$ cat src/rtl/pflash_pkg.sv
package pflash_pkg;

    typedef enum logic [1:0] {
        OP_READ  = 2'd0,
        OP_PROG  = 2'd1,
        OP_ERASE = 2'd2,
        OP_ID    = 2'd3
    } pf_op_e;

    typedef enum logic [1:0] {
        CY_IDLE, CY_SETUP, CY_STB, CY_HOLD
    } pf_cyc_e;

    typedef enum logic [2:0] {
        CT_IDLE, CT_SEQ, CT_SEQW, CT_ERW, CT_POLL, CT_POLLW, CT_GAP, CT_FIN
    } pf_ctl_e;

    typedef struct packed {
        logic [16:0] addr;
        logic [7:0]  data;
        logic        rd;
        logic        last;
    } pf_step_t;

    localparam logic [16:0] UNLOCK_HI = 17'h05555;
    localparam logic [16:0] UNLOCK_LO = 17'h02AAA;
    localparam logic [16:0] ID_LOC    = 17'h00001;
    localparam logic [7:0]  MFR_QUIET = 8'h40;
    localparam logic [7:0]  MFR_ALT   = 8'hDA;

    // Bit 5 of status reads is meaningful except for two makers.
    function automatic logic dq5_used(input logic [7:0] mfr);
        return !(mfr == MFR_QUIET || mfr == MFR_ALT);
    endfunction

    function automatic pf_step_t wr_step(input logic [16:0] a, input logic [7:0] d,
                                         input logic last);
        pf_step_t s;
        s.addr = a; s.data = d; s.rd = 1'b0; s.last = last;
        return s;
    endfunction

    // Bus cycle number idx of a command sequence.
    function automatic pf_step_t seq_step(input pf_op_e op, input logic [2:0] idx,
                                          input logic [16:0] addr, input logic [7:0] data,
                                          input logic [16:0] mask, input logic [7:0] mfr);
        pf_step_t s;
        s = wr_step(UNLOCK_HI, 8'hAA, 1'b0);
        case (op)
            OP_READ: begin
                s.addr = addr; s.data = 8'h00; s.rd = 1'b1; s.last = 1'b1;
            end
            OP_PROG, OP_ID: begin
                case (idx)
                    3'd0:    s = wr_step(UNLOCK_HI, 8'hAA, 1'b0);
                    3'd1:    s = wr_step(UNLOCK_LO, 8'h55, 1'b0);
                    3'd2:    s = wr_step(UNLOCK_HI, (op == OP_PROG) ? 8'hA0 : 8'h90, 1'b0);
                    default: begin
                        if (op == OP_PROG) s = wr_step(addr, data, 1'b1);
                        else begin
                            s.addr = ID_LOC; s.data = 8'h00; s.rd = 1'b1; s.last = 1'b1;
                        end
                    end
                endcase
            end
            default: begin
                case (idx)
                    3'd0, 3'd3: s = wr_step(UNLOCK_HI, 8'hAA, 1'b0);
                    3'd1, 3'd4: s = wr_step(UNLOCK_LO, 8'h55, 1'b0);
                    3'd2:       s = wr_step(UNLOCK_HI, 8'h80, 1'b0);
                    default:    s = wr_step(addr & mask,
                                            (mfr == MFR_ALT) ? 8'h10 : 8'h30, 1'b1);
                endcase
            end
        endcase
        return s;
    endfunction

endpackage

$ cat src/rtl/pflash_cycle.sv
module pflash_cycle
    import pflash_pkg::*;
#(
    parameter int STB_CYC = 4
) (
    input  logic        clk,
    input  logic        rst,
    input  logic        req,
    input  logic [16:0] req_addr,
    input  logic [7:0]  req_data,
    input  logic        req_rd,
    output logic        ack,
    output logic [7:0]  ack_data,
    output logic [15:0] fl_addr,
    output logic        fl_bank,
    output logic [7:0]  fl_dq_out,
    output logic        fl_dq_oe,
    output logic        fl_we_n,
    output logic        fl_oe_n,
    input  logic [7:0]  fl_dq_in
);
    localparam int CW = (STB_CYC > 1) ? $clog2(STB_CYC) : 1;
    localparam logic [CW-1:0] CNT_LAST = CW'(STB_CYC - 1);

    pf_cyc_e       st;
    logic [CW-1:0] cnt;
    logic [15:0]   a_q;
    logic          bank_q;
    logic [7:0]    d_q;
    logic          rd_q;
    logic [7:0]    smp_q;

    always_ff @(posedge clk) begin
        if (rst) begin
            st     <= CY_IDLE;
            cnt    <= '0;
            a_q    <= '0;
            bank_q <= 1'b0;
            d_q    <= '0;
            rd_q   <= 1'b0;
            smp_q  <= '0;
        end else begin
            case (st)
                CY_IDLE: if (req) begin
                    a_q  <= req_addr[15:0];
                    if (bank_q != req_addr[16]) bank_q <= req_addr[16];
                    d_q  <= req_data;
                    rd_q <= req_rd;
                    st   <= CY_SETUP;
                end
                CY_SETUP: begin
                    cnt <= '0;
                    st  <= CY_STB;
                end
                CY_STB: begin
                    if (cnt == CNT_LAST) begin
                        smp_q <= fl_dq_in;
                        st    <= CY_HOLD;
                    end else begin
                        cnt <= cnt + 1'b1;
                    end
                end
                default: st <= CY_IDLE;
            endcase
        end
    end

    assign ack       = (st == CY_HOLD);
    assign ack_data  = smp_q;
    assign fl_addr   = a_q;
    assign fl_bank   = bank_q;
    assign fl_dq_out = d_q;
    assign fl_dq_oe  = (st != CY_IDLE) && !rd_q;
    assign fl_we_n   = !((st == CY_STB) && !rd_q);
    assign fl_oe_n   = !((st == CY_STB) && rd_q);

endmodule

$ cat src/rtl/pflash_ctrl.sv
module pflash_ctrl
    import pflash_pkg::*;
#(
    parameter int ERASE_WAIT = 7500,
    parameter int POLL_GAP   = 500,
    parameter int POLL_MAX   = 3000000
) (
    input  logic        clk,
    input  logic        rst,
    input  logic        cmd_start,
    input  logic [1:0]  cmd_op,
    input  logic [16:0] cmd_addr,
    input  logic [7:0]  cmd_data,
    input  logic [16:0] cmd_mask,
    input  logic [7:0]  cmd_mfr,
    output logic        busy,
    output logic        done,
    output logic        err,
    output logic [7:0]  rd_data,
    output logic        req,
    output logic [16:0] req_addr,
    output logic [7:0]  req_data,
    output logic        req_rd,
    input  logic        ack,
    input  logic [7:0]  ack_data
);
    localparam int TMAX = (ERASE_WAIT > POLL_GAP) ? ERASE_WAIT : POLL_GAP;
    localparam int TW   = $clog2(TMAX + 1);
    localparam int PW   = $clog2(POLL_MAX + 1);
    localparam logic [TW-1:0] ERW_LAST = TW'(ERASE_WAIT - 1);
    localparam logic [TW-1:0] GAP_LAST = TW'(POLL_GAP - 1);
    localparam logic [PW-1:0] TRY_LAST = PW'(POLL_MAX - 1);

    pf_ctl_e       st;
    pf_op_e        op_q;
    logic [2:0]    idx;
    logic [16:0]   addr_q, mask_q;
    logic [7:0]    data_q, mfr_q;
    logic [TW-1:0] tmr;
    logic [PW-1:0] tries;
    logic          seen5;
    logic          err_q;
    logic [7:0]    rd_q;
    pf_step_t      step;
    logic          exp7;
    logic          chk5;

    assign step = seq_step(op_q, idx, addr_q, data_q, mask_q, mfr_q);
    assign exp7 = (op_q == OP_ERASE) ? 1'b1 : data_q[7];
    assign chk5 = dq5_used(mfr_q);

    always_ff @(posedge clk) begin
        if (rst) begin
            st     <= CT_IDLE;
            op_q   <= OP_READ;
            idx    <= '0;
            addr_q <= '0;
            mask_q <= '0;
            data_q <= '0;
            mfr_q  <= '0;
            tmr    <= '0;
            tries  <= '0;
            seen5  <= 1'b0;
            err_q  <= 1'b0;
            rd_q   <= '0;
        end else begin
            case (st)
                CT_IDLE: if (cmd_start) begin
                    op_q   <= pf_op_e'(cmd_op);
                    addr_q <= cmd_addr;
                    data_q <= cmd_data;
                    mask_q <= cmd_mask;
                    mfr_q  <= cmd_mfr;
                    idx    <= '0;
                    st     <= CT_SEQ;
                end
                CT_SEQ: st <= CT_SEQW;
                CT_SEQW: if (ack) begin
                    if (step.last) begin
                        tries <= '0;
                        seen5 <= 1'b0;
                        tmr   <= '0;
                        case (op_q)
                            OP_PROG:  st <= CT_POLL;
                            OP_ERASE: st <= CT_ERW;
                            default: begin
                                rd_q  <= ack_data;
                                err_q <= 1'b0;
                                st    <= CT_FIN;
                            end
                        endcase
                    end else begin
                        idx <= idx + 3'd1;
                        st  <= CT_SEQ;
                    end
                end
                CT_ERW: begin
                    if (tmr == ERW_LAST) begin
                        tmr <= '0;
                        st  <= CT_POLL;
                    end else begin
                        tmr <= tmr + 1'b1;
                    end
                end
                CT_POLL: st <= CT_POLLW;
                CT_POLLW: if (ack) begin
                    rd_q <= ack_data;
                    if (ack_data[7] == exp7) begin
                        err_q <= 1'b0;
                        st    <= CT_FIN;
                    end else if ((chk5 && ack_data[5] && seen5) || (tries == TRY_LAST)) begin
                        err_q <= 1'b1;
                        st    <= CT_FIN;
                    end else begin
                        tries <= tries + 1'b1;
                        seen5 <= seen5 | (chk5 & ack_data[5]);
                        tmr   <= '0;
                        st    <= CT_GAP;
                    end
                end
                CT_GAP: begin
                    if (tmr == GAP_LAST) begin
                        tmr <= '0;
                        st  <= CT_POLL;
                    end else begin
                        tmr <= tmr + 1'b1;
                    end
                end
                default: st <= CT_IDLE;
            endcase
        end
    end

    assign req      = (st == CT_SEQ) || (st == CT_POLL);
    assign req_addr = (st == CT_POLL) ? addr_q : step.addr;
    assign req_data = step.data;
    assign req_rd   = (st == CT_POLL) ? 1'b1 : step.rd;
    assign busy     = (st != CT_IDLE);
    assign done     = (st == CT_FIN);
    assign err      = err_q;
    assign rd_data  = rd_q;

endmodule

$ cat src/rtl/pflash_seq.sv
module pflash_seq
    import pflash_pkg::*;
#(
    parameter int STB_CYC    = 4,
    parameter int ERASE_WAIT = 7500,
    parameter int POLL_GAP   = 500,
    parameter int POLL_MAX   = 3000000
) (
    input  logic        clk,
    input  logic        rst,
    input  logic        cmd_start,
    input  logic [1:0]  cmd_op,
    input  logic [16:0] cmd_addr,
    input  logic [7:0]  cmd_data,
    input  logic [16:0] cmd_mask,
    input  logic [7:0]  cmd_mfr,
    output logic        busy,
    output logic        done,
    output logic        err,
    output logic [7:0]  rd_data,
    output logic [15:0] fl_addr,
    output logic        fl_bank,
    output logic [7:0]  fl_dq_out,
    output logic        fl_dq_oe,
    output logic        fl_we_n,
    output logic        fl_oe_n,
    input  logic [7:0]  fl_dq_in
);
    logic        req, req_rd, ack;
    logic [16:0] req_addr;
    logic [7:0]  req_data, ack_data;

    pflash_ctrl #(
        .ERASE_WAIT(ERASE_WAIT), .POLL_GAP(POLL_GAP), .POLL_MAX(POLL_MAX)
    ) ctrl_i (
        .clk(clk), .rst(rst),
        .cmd_start(cmd_start), .cmd_op(cmd_op), .cmd_addr(cmd_addr),
        .cmd_data(cmd_data), .cmd_mask(cmd_mask), .cmd_mfr(cmd_mfr),
        .busy(busy), .done(done), .err(err), .rd_data(rd_data),
        .req(req), .req_addr(req_addr), .req_data(req_data), .req_rd(req_rd),
        .ack(ack), .ack_data(ack_data)
    );

    pflash_cycle #(.STB_CYC(STB_CYC)) cyc_i (
        .clk(clk), .rst(rst),
        .req(req), .req_addr(req_addr), .req_data(req_data), .req_rd(req_rd),
        .ack(ack), .ack_data(ack_data),
        .fl_addr(fl_addr), .fl_bank(fl_bank), .fl_dq_out(fl_dq_out),
        .fl_dq_oe(fl_dq_oe), .fl_we_n(fl_we_n), .fl_oe_n(fl_oe_n),
        .fl_dq_in(fl_dq_in)
    );

endmodule

$ cat config.mk
export PLATFORM = sky130hd
export DESIGN_NAME = pflash_seq
export DESIGN_NICKNAME = d
export VERILOG_FILES = /design/src/rtl/pflash_pkg.sv /design/src/rtl/pflash_cycle.sv /design/src/rtl/pflash_ctrl.sv /design/src/rtl/pflash_seq.sv
export SDC_FILE = /design/constraint.sdc
export NUM_CORES = 1
export LEC_CHECK = 0
export BUFFER_PORTS_ARGS = -buffer_cell sky130_fd_sc_hd__buf_2
export CAP_MARGIN = 20
export CORE_MARGIN = 2
export CORE_UTILIZATION = 57
export DETAILED_ROUTE_END_ITERATION = 8
export PLACE_DENSITY = 0.8
export SETUP_SLACK_MARGIN = 0.02
export SLEW_MARGIN = 25
export SYNTH_ARGS = -nofsm -noshare
export SYNTH_HDL_FRONTEND = slang
export SYNTH_SLANG_ARGS = --single-unit
export TNS_END_PERCENT = 50
$ cat constraint.sdc
create_clock -name clk -period 2.8 [get_ports clk]
set_input_delay 0.42 -clock clk [delete_from_list [all_inputs] [get_ports clk]]
set_output_delay 0.42 -clock clk [all_outputs]
set_load 0.03 [all_outputs]
* Word level (Yosys, flattened, before mapping) *
Index checks and enable logic that the tools add are counted.

storage, ports and cells
  output and inout port bits = 39
  register bits after elaboration = 141
  bits of input ports = 63

cells by class
  $add $sub $neg = 4
  muxes and demuxes = 60
  equality and inequality tests = 39
  reduce and logical (&&, ||, !) cells = 38
  bitwise logic cells = 3

operator list
  operator                                                                number
  27-bit case mux with 3 select lines                                     2
  22-bit two-way mux                                                      5
  13-bit two-way mux                                                      7
  27-bit case mux with 2 select lines                                     1
  13-bit case mux with 4 select lines                                     1
  22-bit case mux with 2 select lines                                     1
  8-bit two-way mux                                                       4
  3-bit two-way mux                                                       10
  27-bit two-way mux                                                      1
  22-bit by 1-bit adder with 22-bit output, second input constant         1
  22-bit equality test, second input constant                             1
  3-bit case mux with 7 select lines                                      1
  2-bit != test, second input constant                                    9
  6-bit AND reduction                                                     3
  17-bit bitwise AND                                                      1
  17-bit two-way mux                                                      1
  8-bit case mux with 2 select lines                                      1
  3-bit equality test, second input constant                              5
  1-bit two-way mux                                                       14
  13-bit by 1-bit adder with 13-bit output, second input constant         1
  13-bit equality test, second input constant                             1
  13-bit by 9-bit equality test with 1-bit output, second input constant  1
  3-bit by 2-bit equality test with 1-bit output, second input constant   4
  6-bit two-way mux                                                       2
  31 further kinds                                                        66

* Longest topological paths before layout *
  word-level depth = 10
  depth in mapped cells = 11

* Hierarchy *
A second synthesis with hierarchy kept.

second synthesis, totals
  cells, all modules = 863
  area, all modules = 6685.2 um^2

modules (own cells, without submodules)
  module        area each (um^2)  cells each  times used
  pflash_ctrl   5186.2            678         1
  pflash_cycle  1498.9            185         1

* Worst setup path before layout *
No wires, ideal clock.

  path type = flip-flop to flip-flop
  start = reg ctrl_i.op_q[0]
  end = reg ctrl_i.tmr[10]
  library setup time = 91 ps
  required time = 2709 ps
  arrival time = 2214 ps
  path slack = 495 ps
  cell stages (with the launch flop) = 10
  cells stage by stage = dfxtp_1 > inv_1 > ha_1 > buf_2 > or3_1 > nand2_1 > o21ba_2 > a21oi_1 > nor2_1 > a311oi_1

on the way
  word-level cells in the longest chain between the ends = 5
  elaborated cells on any way between the ends = 11

RTL lines
  item                                                                                               line                                  RTL
  from (decl)                                                                                        pflash_ctrl.sv:35                     pf_op_e op_q;
  from (signal assigned)                                                                             pflash_ctrl.sv:69                     op_q <= pf_op_e'(cmd_op);
  2-bit equality test (tied with other cells)                                                        pflash_pkg.sv:49                      case (op)
  2-bit OR reduction / 1-bit two-way mux (equally long branches)                                     --
  27-bit case mux with 2 select lines / 1-bit equality test (equally long branches)                  pflash_pkg.sv:49, pflash_ctrl.sv:108
  2-bit by 1-bit != test with 1-bit output (no source line) / 2-bit != test (equally long branches)  --
  6-bit AND reduction (no source line) (*)                                                           --
  to (signal assigned)                                                                               pflash_ctrl.sv:102                    tmr <= tmr + 1'b1;
  to (signal assigned)                                                                               pflash_ctrl.sv:126                    tmr <= tmr + 1'b1;
  to (decl)                                                                                          pflash_ctrl.sv:39                     logic [TW-1:0] tmr;

Mark *: on every way between the ends. The rest lies on a longest branch, timed or not.
A chain may end at the register's enable or synchronous reset.

* Final worst setup path *
  start = reg ctrl_i.idx[0]
  end = reg ctrl_i.tries[10]

on the way
  word-level cells in the longest chain between the ends = 6
  elaborated cells on any way between the ends = 12

RTL lines
  item                                                                    line                                RTL
  from (decl)                                                             pflash_ctrl.sv:36                   logic [2:0] idx;
  from (signal assigned)                                                  pflash_ctrl.sv:93                   idx <= idx + 3'd1;
  3-bit by 1-bit equality test with 1-bit output (tied with other cells)  pflash_pkg.sv:54, pflash_pkg.sv:67
  2-bit OR reduction                                                      pflash_pkg.sv:67                    case (idx)
  27-bit case mux with 3 select lines                                     pflash_pkg.sv:67
  27-bit case mux with 2 select lines (*)                                 pflash_pkg.sv:49
  2-bit by 1-bit != test with 1-bit output (no source line) (*)           --
  6-bit AND reduction (no source line) (*)                                --
  to (signal assigned)                                                    pflash_ctrl.sv:115                  tries <= tries + 1'b1;
  to (decl)                                                               pflash_ctrl.sv:40                   logic [PW-1:0] tries;

Marked as above.

==> results by group <==
Synth
  – Post-synthesis cell area: 6680 um^2
  – Seq/Total Area, Yosys: 0.423
  – Yosys cell types: 65
  – Synth Warn #: 0
  – Synthesis-stage register bit count: 141
  – Mean Syn Cell Area: 7.84 um^2
  – Ys async rst share: 0
  – Post-synth EDFFs: 0
  – Net Count, Synth: 932
  – Gate Count Post-Synth: 852
  – Dominant synthesized flop cell: dfxtp_1

Global route
  – Largest net degree at the start of global routing: 122
  – Vias in the first global route: 5878
  – Total global routing track utilization: 0.272
  – Initial antenna violation count: 0
  – First-pass GRT wire length: 28000 um
  – Grt ovf: 0

Pwr
  – Total Power: 7.59 mW
  – Static Leak: 3.15 nW
  – Worst VDD drop: 0.000801 V
  – Pwr dens: 957 nW/um^2

Timing
  – Worst-Margin Slew: 0.661 ns
  – Setup TNS: 0 ns
  – Setup Skew: 0.00859 ns
  – Fin. max-slew vios: 0
  – Endpoints failing hold: 0
  – PnR worst setup slack: 0.219 ns
  – Finish-stage setup viols: 0
  – Worst hold margin: 0.230 ns
  – Fin crit share: 0.922
  – Max Clk Rate: 387 MHz
  – RSZ-0062 raised after global routing: false
  – Fin crit period: 2.58 ns
  – Rel. slew slack: 0.556

Run status
  – Outcome: completed

Placed design
  – I/O Buffers: 101
  – Place WS: 0.196 ns
  – DP HPWL: 11100 um
  – GPL Wtd Cong: 0.917

Layout
  – Layout cells sized above 1: 0.170
  – Final Core Density: 0.695
  – Area Overhead vs Synth: 18.8%
  – Final net count: 1020
  – Number of diodes: 0

Setup path
  – Origin of the critical flop-to-flop path: ctrl_i.idx[0]$_SDFFE_PP0P_
  – Slowest stage cell on the critical path: or3_1
  – CP Launch Point: ctrl_i.idx[0]$_SDFFE_PP0P_
  – Setup crit end kind: flip-flop
  – Worst setup SP type: flip-flop
  – Max incr delay on CP: 0.42 ns
  – CP Class: reg -> reg
  – WP data required: 3.15 ns
  – Worst reg-to-reg path cell count: 8
  – Worst-path cell chain: inv_1 > ha_1 > nor3_4 > o22ai_2 > a211oi_4 > a32oi_2 > or3_1 > a21oi_1
  – Crit-path max FO: 14
  – Worst Path Arrival: 2.93 ns

Detailed routing
  – Routed length per instance: 15.1 um
  – Vias/cell: 5.82
  – Vias post-DR: 6368
  – Final ANT Viol Nets: 0
  – Routed wire length: 16500 um
  – DRC Markers: 0
  – Pre-antenna DRT Iters: 5
  – Starting DRC count in detailed routing: 590

Die
  – Die X: 112 um
  – Row count: 39
  – Initial core utilization: 0.585
  – Die H: 112 um
  – Core Box Area: 11400 um^2
  – IO Pins: 102
  – Die area: 12600 um^2

CTS
  – Root buf cell: clkbuf_16
  – Worst-case clock buffer depth: 2
  – Quantity of gates resized following cts: 0
  – H-tree Lvls: 4
  – Hold buffers post-CTS: 0
  – Postcts setup bufs: 0
  – Clock sink count: 141
  – Cts bufs inserted: 17
  – CTS clk-pin slew, worst paths: 0.06 ns
  – CTS tree: built
  – Worst skew pair latency: 0.42 ns

Run
  – Max Cap Viol: 0

Min path
  – Worst hold path class: in -> reg
  – Hold Startpoint: cmd_addr[15]
  – Worst Hold Depth: 3
[per-stage QoR]
stage          cell area, um^2  cells
2_1_floorplan             6680    852
3_3_place_gp              7310   1064
3_5_place_dp              7310   1064
4_1_cts                   7920   1095
5_1_grt                   7930   1095
6_report                  7930   1095
[registers in the layout, summed over array words and instances, names as in the netlist, 3 cells and up]
register,cells
ctrl_i.idx,3
cyc_i.fl_dq_out,8
ctrl_i.tries,22
ctrl_i.data_q,8
ctrl_i.addr_q,17
cyc_i.ack_data,8
cyc_i.fl_addr,16
ctrl_i.mask_q,17
ctrl_i.st,3
ctrl_i.rd_data,8
ctrl_i.mfr_q,8
ctrl_i.tmr,13
[worst max-delay path, delay by kind of cell, from the launching register on]
kind	cells	cell delay (ns)
AOI/OAI and AO/OA	4	1.04
adders and majority gates	1	0.31
buffers and inverters	1	0.09
DFF	1	0.41
and+or+nand+nor	2	0.68
[cells in the mapped netlist (2+ instances only)]
library cell | count | share of area
nand3_1 | 23 | 0.017
and3_1 | 9 | 0.0084
nor3b_1 | 5 | 0.0056
a32oi_1 | 3 | 0.0039
a22oi_1 | 2 | 0.0022
nand4b_1 | 2 | 0.0026
a21oi_1 | 124 | 0.093
o21ai_0 | 41 | 0.031
or4_1 | 5 | 0.0056
buf_1 | 2 | 0.0011
a311oi_1 | 10 | 0.013
nor2_1 | 75 | 0.042
nor4b_1 | 2 | 0.0026
o21a_1 | 3 | 0.0034
ha_1 | 17 | 0.032
a31oi_1 | 6 | 0.0056
nor2b_1 | 3 | 0.0028
o21bai_1 | 4 | 0.0045
and4b_1 | 2 | 0.0030
o31ai_1 | 4 | 0.0045
inv_1 | 20 | 0.011
nor3_1 | 28 | 0.021
nand3b_1 | 3 | 0.0034
buf_6 | 2 | 0.0034
buf_2 | 11 | 0.0082
a211oi_1 | 2 | 0.0022
o211ai_1 | 5 | 0.0056
or3b_2 | 2 | 0.0026
or3_1 | 14 | 0.013
nand2_1 | 151 | 0.085
nand4_1 | 11 | 0.010
xor2_1 | 2 | 0.0026
clkbuf_1 | 37 | 0.021
a221oi_1 | 7 | 0.0092
and2_1 | 9 | 0.0084
and4_1 | 3 | 0.0039
nand2b_1 | 6 | 0.0056
a21o_1 | 17 | 0.019
dfxtp_1 | 141 | 0.42
mux2i_1 | 14 | 0.021
[layout by cell type (no fill, tap or decap), types with 5 or more instances in the layout]
cell type and count:
clkbuf_1 6, a311oi_1 10, and2_1 8, ha_1 17, nor3b_1 5, nand4_1 11, clkbuf_16 17, mux2i_1 14
buf_4 21, o21ai_0 41, a21oi_1 124, a21o_1 17, or4_1 5, and3_1 9, nor3_1 28, nor2_1 75
o211ai_1 5, nand3_1 23, a31oi_1 6, a221oi_1 7, nand2_1 151, buf_2 100, nand2b_1 6, dfxtp_1 141
or3_1 14, inv_1 20
[metal layers]
layer  part of all wire  track usage  vias up  wire (um)
met5                  0            0        -          0
met4              0.011       0.0837        0        179
met3              0.065       0.0718       17       1070
met2               0.47        0.439      197       7710
met1               0.46        0.361     2977       7590
li1                   -            -     3177          -
[logic make-up (layout without fill, tap and decap cells)]
| kind of cell | count (synthesis) | in the layout | synth area share |
|---|---|---|---|
| AO/OA/AOI/OAI | 242 | 242 | 0.219 |
| AND/OR/NAND/NOR | 361 | 361 | 0.254 |
| XOR/XNOR | 3 | 3 | 0.00393 |
| flip-flops | 141 | 141 | 0.423 |
| adder cells (fa/ha/maj) | 17 | 17 | 0.0318 |
| multiplexers | 15 | 15 | 0.0227 |
| buffers and inverters | 73 | 173 | 0.0459 |
[report_power, final]
group / internal (mW) / switching (mW)
registers: 2.37 / 0.243
logic: 0.892 / 1.75
clock network: 1.53 / 0.797
[final cells by class]
class | instances | area [um^2]
multi-input cells | 638 | 3570
clock buffers | 25 | 475
flip-flops and latches | 141 | 2820
clock inverters | 6 | 134
fillers | 991 | 3490
repair buffers | 122 | 678
well taps | 143 | 179
inverters | 20 | 75.1
[path summary, 6_finish.rpt]
| check | slack (ns) | endpoint |
|---|---|---|
| setup / recovery | 0.22 | ctrl_i.tries[10]$_SDFFE_PP0P_ |
| hold / removal | 0.23 | ctrl_i.addr_q[15]$_SDFFE_PP0P_ |
| setup reg to reg | 0.22 | ctrl_i.tries[10]$_SDFFE_PP0P_ |
| hold reg to reg | 0.45 | cyc_i.ack_data[4]$_SDFFE_PP0P_ |
Power figures use the tool's default switching activity.
